## config.mk

```make
export PLATFORM = sky130hd
export DESIGN_NAME = hs_clear_seq
export DESIGN_NICKNAME = d
export VERILOG_FILES = /design/src/rtl/hs_clear_pkg.sv /design/src/rtl/hs_clear_ctrl.sv /design/src/rtl/hs_clear_dp.sv /design/src/rtl/hs_clear_seq.sv
export SDC_FILE = /design/constraint.sdc
export NUM_CORES = 1
export LEC_CHECK = 0
export BUFFER_PORTS_ARGS = -buffer_cell sky130_fd_sc_hd__buf_2
export CELL_PAD_IN_SITES_DETAIL_PLACEMENT = 1
export CELL_PAD_IN_SITES_GLOBAL_PLACEMENT = 2
export CORE_AREA = 2 2 315 317
export DETAILED_ROUTE_END_ITERATION = 10
export DIE_AREA = 0 0 317 319
export GPL_ROUTABILITY_DRIVEN = 0
export PLACE_DENSITY = 0.57
export SKIP_LAST_GASP = 1
export SLEW_MARGIN = 25
export SYNTH_ARGS = -nofsm -noshare
export SYNTH_HDL_FRONTEND = slang
export SYNTH_SLANG_ARGS = --single-unit
```

## constraint.sdc

```tcl
create_clock -name clk -period 2.4 [get_ports clk]
set_clock_uncertainty 0.1 [all_clocks]
set_input_delay 0 -clock clk [delete_from_list [all_inputs] [get_ports clk]]
set_output_delay 0 -clock clk [all_outputs]
set_load 0.03 [all_outputs]
```

## src/rtl/hs_clear_pkg.sv

```systemverilog
package hs_clear_pkg;
  localparam int NUM_SRC = 11;
  localparam logic [3:0] LOCK_OPEN = 4'h6;
  localparam logic [3:0] LOCK_HELD = 4'h9;

  typedef enum logic [1:0] {
    ST_IDLE  = 2'd0,
    ST_WRITE = 2'd1,
    ST_DONE  = 2'd2
  } seqState_e;

  typedef struct packed {
    logic load;    // capture clrSel into the pending bitmap
    logic retire;  // drop the current source after its ack
  } seqStrobe_t;
endpackage

```

## src/rtl/hs_clear_ctrl.sv

```systemverilog
module hs_clear_ctrl
  import hs_clear_pkg::*;
(
  input  logic       clk,
  input  logic       rstN,
  input  logic       fireReq,
  input  logic       selEmpty,
  input  logic       lastWrite,
  input  logic       wrAck,
  output seqStrobe_t strb,
  output logic       wrReq,
  output logic       seqDone,
  output logic [3:0] lockFlag
);
  seqState_e state, stateNext;

  always_comb begin
    stateNext   = state;
    strb.load   = 1'b0;
    strb.retire = 1'b0;
    unique case (state)
      ST_IDLE: if (fireReq) begin
        strb.load = 1'b1;
        stateNext = selEmpty ? ST_DONE : ST_WRITE;
      end
      ST_WRITE: if (wrAck) begin
        strb.retire = 1'b1;
        if (lastWrite) stateNext = ST_DONE;
      end
      ST_DONE: stateNext = ST_IDLE;
      default: stateNext = ST_IDLE;
    endcase
  end

  always_ff @(posedge clk or negedge rstN) begin
    if (!rstN) state <= ST_IDLE;
    else       state <= stateNext;
  end

  assign wrReq    = (state == ST_WRITE);
  assign seqDone  = (state == ST_DONE);
  assign lockFlag = (state == ST_IDLE) ? LOCK_OPEN : LOCK_HELD;


  req_hold_chk: assert property (@(posedge clk) disable iff (!rstN)
    (wrReq && !wrAck) |=> wrReq);

  done_pulse_chk: assert property (@(posedge clk) disable iff (!rstN)
    seqDone |=> !seqDone);

  idle_ack_chk: assert property (@(posedge clk) disable iff (!rstN)
    (!wrReq && !seqDone && !fireReq) |=> !wrReq && !seqDone);
endmodule

```

## src/rtl/hs_clear_dp.sv

```systemverilog
module hs_clear_dp
  import hs_clear_pkg::*;
#(
  parameter int NSRC   = NUM_SRC,
  parameter int ADDR_W = 32,
  parameter int DATA_W = 32
) (
  input  logic                   clk,
  input  logic                   rstN,
  input  seqStrobe_t             strb,
  input  logic [NSRC-1:0]        trigIn,
  input  logic [NSRC-1:0]        enMask,
  input  logic [NSRC-1:0]        clrSel,
  input  logic [NSRC-1:0]        busSel,
  input  logic [NSRC*ADDR_W-1:0] addrTable,
  input  logic [NSRC*DATA_W-1:0] valTable,
  output logic                   fireReq,
  output logic                   selEmpty,
  output logic                   lastWrite,
  output logic [ADDR_W-1:0]      wrAddr,
  output logic [DATA_W-1:0]      wrData,
  output logic                   wrBus
);
  localparam int IDX_W = (NSRC > 1) ? $clog2(NSRC) : 1;

  logic [NSRC-1:0]  pending;
  logic [NSRC-1:0]  curHot;
  logic [IDX_W-1:0] curIdx;

  assign fireReq   = |(trigIn & enMask);
  assign selEmpty  = (clrSel == '0);
  assign curHot    = pending & (~pending + NSRC'(1));
  assign lastWrite = ((pending & ~curHot) == '0);

  always_comb begin
    curIdx = '0;
    for (int i = NSRC - 1; i >= 0; i--) begin
      if (pending[i]) curIdx = IDX_W'(i);
    end
  end

  always_ff @(posedge clk or negedge rstN) begin
    if (!rstN)            pending <= '0;
    else if (strb.load)   pending <= clrSel;
    else if (strb.retire) pending <= pending & ~curHot;
  end

  assign wrAddr = addrTable[curIdx*ADDR_W +: ADDR_W];
  assign wrData = valTable[curIdx*DATA_W +: DATA_W];
  assign wrBus  = busSel[curIdx];


  pend_shrink_chk: assert property (@(posedge clk) disable iff (!rstN)
    !strb.load |=> ((pending & ~$past(pending)) == '0));

  asc_order_chk: assert property (@(posedge clk) disable iff (!rstN)
    (strb.retire && !lastWrite) |=> (curIdx > $past(curIdx)));

  single_pick_chk: assert property (@(posedge clk) disable iff (!rstN)
    $onehot0(curHot));
endmodule

```

## src/rtl/hs_clear_seq.sv

```systemverilog
module hs_clear_seq
  import hs_clear_pkg::*;
#(
  parameter int NSRC   = NUM_SRC,
  parameter int ADDR_W = 32,
  parameter int DATA_W = 32
) (
  input  logic                   clk,
  input  logic                   rstN,
  input  logic [NSRC-1:0]        trigIn,
  input  logic [NSRC-1:0]        enMask,
  input  logic [NSRC-1:0]        clrSel,
  input  logic [NSRC-1:0]        busSel,
  input  logic [NSRC*ADDR_W-1:0] addrTable,
  input  logic [NSRC*DATA_W-1:0] valTable,
  input  logic                   wrAck,
  output logic                   wrReq,
  output logic [ADDR_W-1:0]      wrAddr,
  output logic [DATA_W-1:0]      wrData,
  output logic                   wrBus,
  output logic                   seqDone,
  output logic [3:0]             lockFlag
);
  seqStrobe_t strb;
  logic fireReq, selEmpty, lastWrite;

  hs_clear_ctrl u_ctrl (
    .clk(clk), .rstN(rstN), .fireReq(fireReq), .selEmpty(selEmpty),
    .lastWrite(lastWrite), .wrAck(wrAck), .strb(strb), .wrReq(wrReq),
    .seqDone(seqDone), .lockFlag(lockFlag)
  );

  hs_clear_dp #(.NSRC(NSRC), .ADDR_W(ADDR_W), .DATA_W(DATA_W)) u_dp (
    .clk(clk), .rstN(rstN), .strb(strb), .trigIn(trigIn), .enMask(enMask),
    .clrSel(clrSel), .busSel(busSel), .addrTable(addrTable),
    .valTable(valTable), .fireReq(fireReq), .selEmpty(selEmpty),
    .lastWrite(lastWrite), .wrAddr(wrAddr), .wrData(wrData), .wrBus(wrBus)
  );


  req_stable_chk: assert property (@(posedge clk) disable iff (!rstN)
    (wrReq && !wrAck) |=> ($stable(wrAddr) && $stable(wrData) && $stable(wrBus)));

  lock_busy_chk: assert property (@(posedge clk) disable iff (!rstN)
    (wrReq || seqDone) |-> (lockFlag == LOCK_HELD));
endmodule

```

==> summary.md, run 1 <==
| Metric | Value |
|---|---|
| Outcome | finished with violations |
| Violated checks | negative setup slack |
| Total net switching power | ~22 mW |
| Half-perimeter wire length after detailed placement | ~70000 um |
| Number of buffers added by the clock tree synthesis step | 3 |
| Die Footprint | about 0.1 mm^2 |
| Number of nets still failing antenna checks after routing | 0 |
| Gate family responsible for the most delay along the worst path | compound AO/OA/AOI/OAI gates |
| Combinational group share of total power | between 90% and 100% |
| Design area | 0.01872 mm^2 |
| First element of the critical path | u_dp.pending[8] |
| Worst skew pair latency | 0.24 ns |
| H-Tree Depth | 1 |
| Reg-to-reg slack, setup | about 0.01 ns |
| Startpoint kind of the worst setup timing path | flip-flop |
| Crit share post-route | 118.1% |
| Slew of the pin with the lowest slew margin | 0.5610 ns |
| Worst-path maximum fanout | 7 |
| Maximum number of pins on one net before global-route repair | 34 |
| Total of buffers placed on input and output ports | around 820 |
| Critical R2R Launch | u_dp.pending[6] |
| Via count | about 15000 |
| Number of enable flip-flop cells after synthesis | 0 |
| Yosys synthesis warning count | 0 |
| Clock power share | less than 1% |
| Cell area after synthesis | 0.007619 mm^2 |
| Number of instances in the synthesized netlist | ~1200 |
| Wire length of the first global-routing pass | ~120000 um |
| Post-layout util | between 10% and 20% |
| DRC Markers | 0 |
| Aggregate global-route resource usage | 16.36% |
| Primary flip-flop cell chosen by synthesis mapping | sky130_fd_sc_hd__dfrtp_1 |
| Cell Int Power | 18.32 mW |
| Share of flip-flops with an asynchronous set or reset after synthesis | 100.0% |
| Final count of pins violating max slew | 0 |
| Total power divided by cell area | between 2000 and 2500 mW/mm^2 |
| Post-Route WL | just over 90000 um |
| Average footprint of a synthesized cell | between 6 and 7 um^2 |
| Fraction of the yosys area taken by sequential cells | under 10% |
| Power after layout | between 40 and 50 mW |
| Fillers | ~12000 |
| Final std cells w/o fill | roughly 3500 |
| Clock edge transition at the registers on the reported setup and hold paths | 0.05 ns |
| Top area cells in the synthesized netlist | sky130_fd_sc_hd__mux2i_1, sky130_fd_sc_hd__a221oi_1, sky130_fd_sc_hd__a31oi_1, sky130_fd_sc_hd__nand2_1, sky130_fd_sc_hd__o31a_1 |
| Clock tree from TritonCTS | built |
| Layout overhead on the synthesized area | 145.7% |
| Remaining global-route overflow | 0 |
| Most frequent cells in the layout | sky130_fd_sc_hd__buf_2, sky130_fd_sc_hd__buf_4, sky130_fd_sc_hd__nand2_1, sky130_fd_sc_hd__buf_6, sky130_fd_sc_hd__a31oi_1 |
| Die boundary height | 319 um |
| DRT Pass-1 Iters | 5 |
| Layout cells sized above 1 | roughly 63% |
| Synthesized netlist net count | around 1900 |
| Cell chosen for the clock root | sky130_fd_sc_hd__clkbuf_16 |
| DR vias/cell | 4.171 |
| CP arrival | around 2.7 ns |
| CTS sink count | 13 |
| Type of the most critical hold path | in -> async |
| Row cnt | about 120 |
| Required time of the worst setup path | between 2 and 2.5 ns |
| Post-synth top area share | between 10% and 20% |
| Synthesis-stage register bit count | 13 |
| Fin Hold WS | ~0.11 ns |
| Starting density of the core | 7.798% |
| Total negative slack for setup checks | -20.43 ns |
| Critical path buffer and inverter count | 4 |
| PnR worst setup slack | -0.4354 ns |
| Static leakage power | 8.410 nW |
| Buffer levels on the longest clock path | 2 |
| Unrepaired setup endpoints after global routing | true |
| Minimum period implied by the final worst setup slack | roughly 2.8 ns |
| Cell type with the highest occurrence count on the critical path | sky130_fd_sc_hd__buf_16 |
| Initial antenna violation count | 33 |
| Sequential group share of total power | under 10% |
| Yosys top cell by area | sky130_fd_sc_hd__mux2i_1 |
| Worst IR drop on VDD | around 0.67 mV |
| Reg-to-reg endpoint | u_ctrl.state[0] |
| Final number of setup-violating endpoints | 65 |
| Worst Setup Path Type | reg -> out |
| Mean routed wirelength per cell | about 26 um |
| Count of maximum capacitance violations | 0 |
| Library cells used by synthesis | between 40 and 50 |
| Die Wd | 317 um |
| Number of design-rule violations left by the first detailed-router iteration | 700 |
| Endpoints failing hold | 0 |
| Via count of the first global-routing pass | about 16000 |
| Max-slew headroom | a little over three fifths |
| Instance area after placement | roughly 0.015 mm^2 |
| Most common cell after layout, fill and taps aside | sky130_fd_sc_hd__buf_2 |
| Ports | about 800 |
| Crit-path cells | nand2b_4 -> a221o_4 -> a21o_4 -> buf_12 -> buf_16 -> buf_16 -> mux2i_2 -> o221ai_2 -> o31a_1 -> buf_6 |
| Core ar. | 0.09770 mm^2 |
| Cell at the slowest stage of the critical path | sky130_fd_sc_hd__a221o_4 |
| Final net count | 2937 |
| # placed instances | between 3000 and 4000 |
| CP Capture Type | primary output |
| Worst-case setup slack after placement | -0.5850 ns |
| Fmax achieved | roughly 0.35 GHz |
| Longest individual stage delay on the worst path | between 0.3 and 0.4 ns |
| Worst reg2reg path depth | 8 |
| Net switching fraction of the power | between 50 and 60% |
[registers in the layout, summed over array words and instances (netlist names)]
signal and flops:
u_dp.pending 11, u_ctrl.state 2
[cell usage after synthesis, types with 2 or more instances]
master / n
sky130_fd_sc_hd__nand3_1: 84
sky130_fd_sc_hd__nor2b_1: 2
sky130_fd_sc_hd__nor4_1: 3
sky130_fd_sc_hd__o21a_1: 3
sky130_fd_sc_hd__a22oi_1: 3
sky130_fd_sc_hd__a221oi_1: 98
sky130_fd_sc_hd__nor2_1: 49
sky130_fd_sc_hd__o221ai_1: 24
sky130_fd_sc_hd__inv_1: 4
sky130_fd_sc_hd__or2_2: 3
sky130_fd_sc_hd__and3_1: 25
sky130_fd_sc_hd__clkbuf_1: 84
sky130_fd_sc_hd__nand2_1: 189
sky130_fd_sc_hd__and2_1: 2
sky130_fd_sc_hd__buf_6: 12
sky130_fd_sc_hd__buf_2: 42
sky130_fd_sc_hd__a31oi_1: 128
sky130_fd_sc_hd__a22o_1: 12
sky130_fd_sc_hd__buf_4: 12
sky130_fd_sc_hd__a21o_1: 3
sky130_fd_sc_hd__mux2i_1: 91
sky130_fd_sc_hd__o31a_1: 64
sky130_fd_sc_hd__buf_1: 8
sky130_fd_sc_hd__dfrtp_1: 13
sky130_fd_sc_hd__o31ai_1: 2
sky130_fd_sc_hd__o21ai_0: 78
sky130_fd_sc_hd__nor3_1: 2
sky130_fd_sc_hd__a221oi_2: 24
sky130_fd_sc_hd__a21oi_1: 96
[power groups by stage]
stage                     Clock (mW)  Combinational, mW  Sequential, mW
after floorplan                    0               15.2           0.373
after global placement             0               28.4           0.382
after detailed placement           0               28.4           0.384
after CTS                      0.322               36.3           0.395
after global routing           0.337               41.5           0.417
final                          0.318               39.3           0.406
[logic make-up (layout without fill, tap and decap cells)]
family                   count (synthesis)  in the layout  share of synthesized area [%]
AND/OR/NAND/NOR                        367            367                          21.24
AO/OA/AOI/OAI                          544            544                          51.67
flip-flops                              13             13                          4.270
multiplexers                            92             92                          12.25
buffers and inverters                  162           1168                          10.45
other                                    0             11                              0
adder cells (fa/ha/maj)                  1              1                         0.1314
[timing repair]
item	CTS	global route
setup endpoints to repair	67	66
pin swaps	70	57
buffers inserted	61	40
resized for setup	342	187
hold buffers	13	0
endpoints found under the hold margin	25	0
gates cloned	15	7
[routing by layer]
layer  vias up  track usage, %  part of all wire, %
met1      7063           20.97                   43
met4        22           1.866                  1.5
met2       629           29.10                   49
met5         -               0                 0.16
li1       6723               -                    -
met3        92           2.835                  6.2
[worst max-delay path by stage]
stage,endpoint,cells past startpoint
floorplan,wrAddr[0],10
global placement,wrAddr[15],10
CTS,wrAddr[10],10
detailed placement,wrAddr[15],10
finish,wrAddr[10],10
global route,wrAddr[10],10
[area by class of cell]
type	count	area (um^2)	share of cell area (%)
inverter	4	15.01	0.08022
sequential	13	327.8	1.752
antenna	11	27.53	0.1471
tap	1287	1610	8.604
timing repair buffer	1160	8616	46.04
multi-input combinational	1004	8040	42.96
clock buffer	4	78.83	0.4212
(Power assumes the default switching activity.)
==> run 2: changes to the inputs <==
==> constraint.sdc (replaced) <==
create_clock -name clk -period 2.7 [get_ports clk]
set_clock_uncertainty 0.1 [all_clocks]
set_input_delay 0 -clock clk [delete_from_list [all_inputs] [get_ports clk]]
set_output_delay 0 -clock clk [all_outputs]
set_load 0.03 [all_outputs]
==> run 2 against run 1 <==
Compared with the run above:
- the flow still finishes with violations (negative setup slack)
- global-route usage grew 0.50 points
- critical path depth unchanged
- power fell by 11%
- die area unchanged
- hold slack got worse by 0.11 ns
- utilization down 0.20 points
- wire length up 2.2%
- design area down 1.0%
- via count increased by 1.3%
==> summary.md, run 2 (synthesized netlist as in run 1, its figures left out) <==
| Metric | Value |
|---|---|
| Endpoints failing hold | 0 (unchanged) |
| Static leakage power | 8.366 nW (-0.53%) |
| Most common cell after layout, fill and taps aside | sky130_fd_sc_hd__buf_2 |
| Final net count | 2931 (-0.20%) |
| Via count of the first global-routing pass | 15349 (-1.0%) |
| Reg-to-reg slack, setup | 0.16 ns (+0.15 ns) |
| Die Wd | 317 um (unchanged) |
| Unrepaired setup endpoints after global routing | true |
| Layout overhead on the synthesized area | 143.1% |
| Worst skew pair latency | 0.25 ns (about the same) |
| Post-layout util | 18.96% (-0.20 points) |
| Worst IR drop on VDD | 0.5966 mV (-11%) |
| Core ar. | 0.09770 mm^2 (unchanged) |
| Max-slew headroom | 55.53% (-7.1 points) |
| Power after layout | 35.68 mW (-11%) |
| Crit-path cells | inv_2 -> a221o_4 -> a21o_4 -> buf_12 -> buf_12 -> buf_8 -> mux2i_4 -> o221ai_4 -> o31a_1 -> buf_6 |
| H-Tree Depth | 1 (unchanged) |
| Remaining global-route overflow | 0 (unchanged) |
| CP arrival | 2.77 ns (+0.03 ns) |
| DRT Pass-1 Iters | 4 (-1) |
| Post-Route WL | 92480 um (+2.2%) |
| Slew of the pin with the lowest slew margin | 0.6654 ns (+0.1044 ns) |
| Biggest regs | u_dp.pending (11), u_ctrl.state (2) |
| Most frequent cells in the layout | sky130_fd_sc_hd__buf_2, sky130_fd_sc_hd__nand2_1, sky130_fd_sc_hd__buf_4, sky130_fd_sc_hd__a31oi_1, sky130_fd_sc_hd__buf_6 |
| Total power divided by cell area | 1927 mW/mm^2 (-9.9%) |
| Crit share post-route | 106.3% |
| Startpoint kind of the worst setup timing path | flip-flop |
| Starting density of the core | 7.798% (unchanged) |
| Number of buffers added by the clock tree synthesis step | 3 (unchanged) |
| PnR worst setup slack | -0.1689 ns (+0.2664 ns) |
| Fmax achieved | approximately 0.35 GHz |
| Row cnt | 115 (unchanged) |
| Type of the most critical hold path | in -> reg |
| Clock power share | 0.8% (about the same) |
| Initial antenna violation count | 37 (+12%) |
| Final number of setup-violating endpoints | 64 (-1.5%) |
| Total negative slack for setup checks | -4.947 ns (+15.48 ns) |
| Minimum period implied by the final worst setup slack | 2.869 ns |
| Via count | 14725 (+1.3%) |
| Mean routed wirelength per cell | 26.58 um (+2.3%) |
| Cell type with the highest occurrence count on the critical path | sky130_fd_sc_hd__buf_12 |
| Count of maximum capacitance violations | 0 (unchanged) |
| Combinational group share of total power | 98.1% (about the same) |
| Die Footprint | 0.1011 mm^2 (unchanged) |
| Cell at the slowest stage of the critical path | sky130_fd_sc_hd__a221o_4 |
| Total net switching power | 19.38 mW (-11%) |
| Cell chosen for the clock root | sky130_fd_sc_hd__clkbuf_16 |
| Aggregate global-route resource usage | 16.86% (+0.50 points) |
| Cell Int Power | 16.31 mW (-11%) |
| Worst Setup Path Type | reg -> out |
| Buffer levels on the longest clock path | 2 (unchanged) |
| Number of design-rule violations left by the first detailed-router iteration | 884 (+26%) |
| Number of nets still failing antenna checks after routing | 0 (unchanged) |
| Required time of the worst setup path | 2.60 ns (+0.30 ns) |
| Half-perimeter wire length after detailed placement | 70720 um (-1.0%) |
| Violated checks | negative setup slack |
| Sequential group share of total power | 1.1% (about the same) |
| Outcome | finished with violations |
| Ports | 822 (unchanged) |
| Die boundary height | 319 um (unchanged) |
| Total of buffers placed on input and output ports | 821 (unchanged) |
| Net switching fraction of the power | 54.31% (+0.11 points) |
| Final count of pins violating max slew | 0 (unchanged) |
| Worst-path maximum fanout | 5 (-2) |
| Wire length of the first global-routing pass | 120700 um (+2.0%) |
| CP Capture Type | primary output |
| Clock edge transition at the registers on the reported setup and hold paths | 0.05 ns (about the same) |
| Longest individual stage delay on the worst path | 0.45 ns (+0.07 ns) |
| Flip-flop count of the largest register, all copies and words added | 11 (unchanged) |
| DR vias/cell | 4.231 (+1.4%) |
| Fin Hold WS | 0.001267 ns (-0.1126 ns) |
| Layout cells sized above 1 | 61.86% (-0.79 points) |
| Clock tree from TritonCTS | built |
| Register name with the most flops | u_dp.pending |
| DRC Markers | 0 (unchanged) |
| CTS sink count | 13 (unchanged) |
| Maximum number of pins on one net before global-route repair | 41 (+21%) |
run 2: changes by cell type in the layout (fill, tap and decap cells not counted), moves of 4 or more:
cell                       delta
sky130_fd_sc_hd__a31oi_1     +31
sky130_fd_sc_hd__a31oi_4     -21
sky130_fd_sc_hd__buf_4       -16
sky130_fd_sc_hd__a221oi_2    -13
sky130_fd_sc_hd__a21oi_1     -11
sky130_fd_sc_hd__a31oi_2     -10
sky130_fd_sc_hd__a21oi_2      +9
sky130_fd_sc_hd__a221oi_1     +9
sky130_fd_sc_hd__o21ai_1      -8
sky130_fd_sc_hd__o21ai_2      +8
sky130_fd_sc_hd__buf_6        +7
sky130_fd_sc_hd__buf_16       +6
sky130_fd_sc_hd__a221oi_4     +4
run 2: cell type report:
type                    instances  area [um^2]
diodes                         14        35.03
clock buffers                   3        75.07
clock inverters                 1        5.005
fillers                     11842        79180
inverters                       4        15.01
multi-input cells            1006         7811
flip-flops and latches         13        327.8
well taps                    1287         1610
repair buffers               1152         8642
run 2: worst paths after layout:
check | start | end | depth (start not counted)
setup / recovery | u_dp.pending[5] | wrData[18] | 10
hold / removal | clrSel[5] | u_ctrl.state[1] | 4
setup reg to reg | u_dp.pending[5] | u_ctrl.state[0] | 9
hold reg to reg | u_dp.pending[10] | u_dp.pending[10] | 1
max in group asynchronous | rstN | u_dp.pending[2] | 2
min in group asynchronous | rstN | u_ctrl.state[1] | 2
run 2: power by group through the flow:
stage	Clock (mW)	Sequential [mW]	Combinational (mW)
after floorplan	0	0.332	13.6
after global placement	0	0.358	24.9
after detailed placement	0	0.361	24.8
after CTS	0.299	0.368	33.1
after global routing	0.307	0.385	36.8
final	0.296	0.375	35.0
run 2: metrics by stage:
| step | setup WS [ns] | std cells | area (um^2) |
|---|---|---|---|
| floorplan | 0.4127 | 1179 | 7619 |
| global placement | -0.2100 | 3316 | 14510 |
| detailed placement | -0.1367 | 3316 | 14510 |
| CTS | -0.2007 | 3430 | 17440 |
| global route | -0.2433 | 3469 | 18490 |
| finish | -0.1689 | 3480 | 18520 |
run 2: critical path: cells and delay by family, from the launching register on:
kind | cells | cell delay (ns)
muxes | 1 | 0.22
DFF | 1 | 0.41
buffers and inverters | 5 | 0.64
AOI/OAI and AO/OA | 4 | 1.25
run 2: routing by layer:
metal  wire length, um  GRT usage [%]  vias up  share of wire (%)
met5               207              0        -               0.22
met4              1606          2.610       32                1.7
met3              5819          3.069       96                6.3
met2             45780          29.88      660                 49
met1             39070          21.36     7216                 42
li1                  -              -     6721                  -
run 2: what timing repair did:
item | 4_1_cts | 5_1_grt
gates cloned | 23 | 5
hold buffers | 12 | 0
pin swaps | 87 | 94
setup buffers | 84 | 49
gates resized for setup | 344 | 178
endpoints found under the setup margin | 65 | 67
endpoints found under the hold margin | 25 | 0
==> run 3: changes to the inputs <==
--- a/config.mk
+++ b/config.mk
@@ -12,6 +12,7 @@
 export DETAILED_ROUTE_END_ITERATION = 10
 export DIE_AREA = 0 0 317 319
 export GPL_ROUTABILITY_DRIVEN = 0
+export MAX_ROUTING_LAYER = met4
 export PLACE_DENSITY = 0.57
 export SKIP_LAST_GASP = 1
 export SLEW_MARGIN = 25
==> run 3 against run 2 <==
Compared with the run above:
- the flow still finishes with violations (negative setup slack)
- combinational power up 2%
- via count grew 0.49%
- clock-buffer cell count did not move
- first-iteration DRC count fell by 5.3%
- critical path depth rose by 1
- largest cell class unchanged
==> summary.md, run 3 (synthesized netlist as in run 1, its figures left out) <==
| Metric | Value |
|---|---|
| Number of nets still failing antenna checks after routing | 0 (unchanged) |
| Critical path buffer and inverter count | 6 (+1) |
| DRT Pass-1 Iters | 5 (+1) |
| Final number of setup-violating endpoints | 58 (-9.4%) |
| Mean routed wirelength per cell | 26.65 um (+0.27%) |
| Instance area after placement | 0.01451 mm^2 (unchanged) |
| Die Footprint | 0.1011 mm^2 (unchanged) |
| Wire length of the first global-routing pass | 120400 um (-0.18%) |
| Area taken by flip-flops and latches | 329.1 um^2 (+0.38%) |
| Endpoints failing hold | 0 (unchanged) |
| Fillers | 11825 (-0.14%) |
| Most frequent cells in the layout | sky130_fd_sc_hd__buf_2, sky130_fd_sc_hd__nand2_1, sky130_fd_sc_hd__buf_4, sky130_fd_sc_hd__a31oi_1, sky130_fd_sc_hd__buf_6 |
| Worst Setup Path Type | reg -> out |
| Worst IR drop on VDD | 0.5599 mV (-6.2%) |
| Via count | 14797 (+0.49%) |
| Gate family responsible for the most delay along the worst path | compound AO/OA/AOI/OAI gates |
| Flip-flop count of the largest register, all copies and words added | 11 (unchanged) |
| Number of buffers added by the clock tree synthesis step | 3 (unchanged) |
| CP arrival | 2.83 ns (+0.06 ns) |
| Ports | 822 (unchanged) |
| Final std cells w/o fill | 3501 (+0.60%) |
| Clock edge transition at the registers on the reported setup and hold paths | 0.05 ns (about the same) |
| Buffer levels on the longest clock path | 2 (unchanged) |
| Die boundary height | 319 um (unchanged) |
| Unrepaired setup endpoints after global routing | true |
| Worst-path maximum fanout | 7 (+2) |
| Via count of the first global-routing pass | 15391 (+0.27%) |
| Clock tree from TritonCTS | built |
| Layout overhead on the synthesized area | 147.2% |
| Slew of the pin with the lowest slew margin | 0.6822 ns (+0.01676 ns) |
| Fmax achieved | 0.3410 GHz (-2.2%) |
| Initial antenna violation count | 38 (+2.7%) |
| Post-Route WL | 93290 um (+0.88%) |
| Remaining global-route overflow | 0 (unchanged) |
| Number of design-rule violations left by the first detailed-router iteration | 837 (-5.3%) |
| Type of the most critical hold path | in -> reg |
| Die Wd | 317 um (unchanged) |
| Total negative slack for setup checks | -6.183 ns (-1.236 ns) |
| Count of maximum capacitance violations | 0 (unchanged) |
| Total power divided by cell area | 1928 mW/mm^2 (about the same) |
| Row cnt | 115 (unchanged) |
| Minimum period implied by the final worst setup slack | 2.932 ns (+0.06350 ns) |
| H-Tree Depth | 1 (unchanged) |
| Cell chosen for the clock root | sky130_fd_sc_hd__clkbuf_16 |
| Core ar. | 0.09770 mm^2 (unchanged) |
| Final net count | 2938 (+0.24%) |
| Most common cell after layout, fill and taps aside | sky130_fd_sc_hd__buf_2 |
| Cell at the slowest stage of the critical path | sky130_fd_sc_hd__a221o_4 |
| Register name with the most flops | u_dp.pending |
| Static leakage power | 8.477 nW (+1.3%) |
| Startpoint kind of the worst setup timing path | flip-flop |
| Final count of pins violating max slew | 0 (unchanged) |
| Layout cells sized above 1 | 62.49% (+0.63 points) |
| CTS sink count | 13 (unchanged) |
| Cell type with the highest occurrence count on the critical path | sky130_fd_sc_hd__buf_4 |
| Outcome | finished with violations |
| Crit share post-route | 108.6% (+2.4 points) |
| CP Capture Type | primary output |
| Worst skew pair latency | 0.25 ns (about the same) |
| Total of buffers placed on input and output ports | 821 (unchanged) |
| # placed instances | 3316 (unchanged) |
| Maximum number of pins on one net before global-route repair | 41 (unchanged) |
| Starting density of the core | 7.798% (unchanged) |
| Worst-case setup slack after placement | -0.1367 ns (unchanged) |
| Max-slew headroom | 54.41% (-1.1 points) |
| Violated checks | negative setup slack |
| Biggest regs | u_dp.pending (11), u_ctrl.state (2) |
| Total area of multi-input combinational cells | 0.007936 mm^2 (+1.6%) |
| DRC Markers | 0 (unchanged) |
| Aggregate global-route resource usage | 17.37% (+0.50 points) |
| DR vias/cell | 4.227 (-0.11%) |
| Longest individual stage delay on the worst path | 0.46 ns (about the same) |
| Required time of the worst setup path | 2.60 ns (about the same) |
| Half-perimeter wire length after detailed placement | 70720 um (unchanged) |
| PnR worst setup slack | -0.2324 ns (-0.06350 ns) |
| Design area | 0.01884 mm^2 (+1.7%) |
| Crit-path cells | inv_2 -> a221o_4 -> a21o_4 -> buf_4 -> buf_12 -> buf_4 -> mux2i_1 -> o21ai_2 -> buf_4 -> o31a_1 -> buf_6 |
## run 3: final timing paths
path / cells past startpoint / start / end / slack (ns)
worst max-delay path: 11 / u_dp.pending[5] / wrAddr[1] / -0.23
worst min-delay path: 4 / clrSel[5] / u_ctrl.state[1] / 0.0009
worst max register to register: 10 / u_dp.pending[5] / u_ctrl.state[0] / 0.10
worst min register to register: 1 / u_dp.pending[10] / u_dp.pending[10] / 0.45
max in group asynchronous: 2 / rstN / u_dp.pending[10] / 2.08
min in group asynchronous: 2 / rstN / u_ctrl.state[1] / 0.14
## run 3: timing repair
action                                  CTS  global route
hold endpoints to repair                 25             0
setup buffers                            84            55
cloned                                   23             9
endpoints found under the setup margin   65            67
pin swaps                                87           124
gates resized for setup                 344           215
hold buffers                             12             0
## run 3: layout make-up
class	count	area share, %
well taps	1287	8.549
clock inverters	1	0.02657
multi-input cells	1006	42.13
flip-flops and latches	13	1.747
inverters	4	0.07971
repair buffers	1159	46.69
diodes	28	0.3720
clock buffers	3	0.3986
## run 3: through the flow
step | hold slack (ns) | util [%] | power (mW)
floorplan | -0.3956 | - | 13.89
global placement | -0.1713 | 14.85 | 25.21
detailed placement | -0.1631 | 14.85 | 25.18
CTS | 0.002338 | 17.85 | 33.74
global route | 0.01004 | 19.27 | 38.17
finish | 0.0009437 | 19.28 | 36.31
## run 3: worst reg2reg max path, cell delays in order, from the launching register on
cell                        delay [ns]
sky130_fd_sc_hd__dfrtp_1          0.42
sky130_fd_sc_hd__buf_6            0.15
sky130_fd_sc_hd__nor4_4           0.27
sky130_fd_sc_hd__buf_4            0.19
sky130_fd_sc_hd__nand3_4          0.08
sky130_fd_sc_hd__buf_6            0.14
sky130_fd_sc_hd__buf_4            0.15
sky130_fd_sc_hd__maj3_1           0.39
sky130_fd_sc_hd__a2111oi_4        0.29
sky130_fd_sc_hd__nand3_1          0.13
sky130_fd_sc_hd__a22o_1           0.19
## run 3: report_power, final
part           total [mW]  switching (mW)  internal [mW]  leakage [nW]
logic                35.6            19.5           16.2          8.28
clock network       0.295          0.0968          0.198        0.0411
registers           0.374          0.0947          0.279         0.161
total                36.3            19.7           16.6          8.48
## run 3: routing by layer
metal	wire length [um]	vias to the layer above	GRT usage, %
met4	2023	0	2.872
met5	0	-	-
met3	5480	86	2.822
met1	40130	7260	21.54
met2	45660	682	29.76
li1	-	6769	-
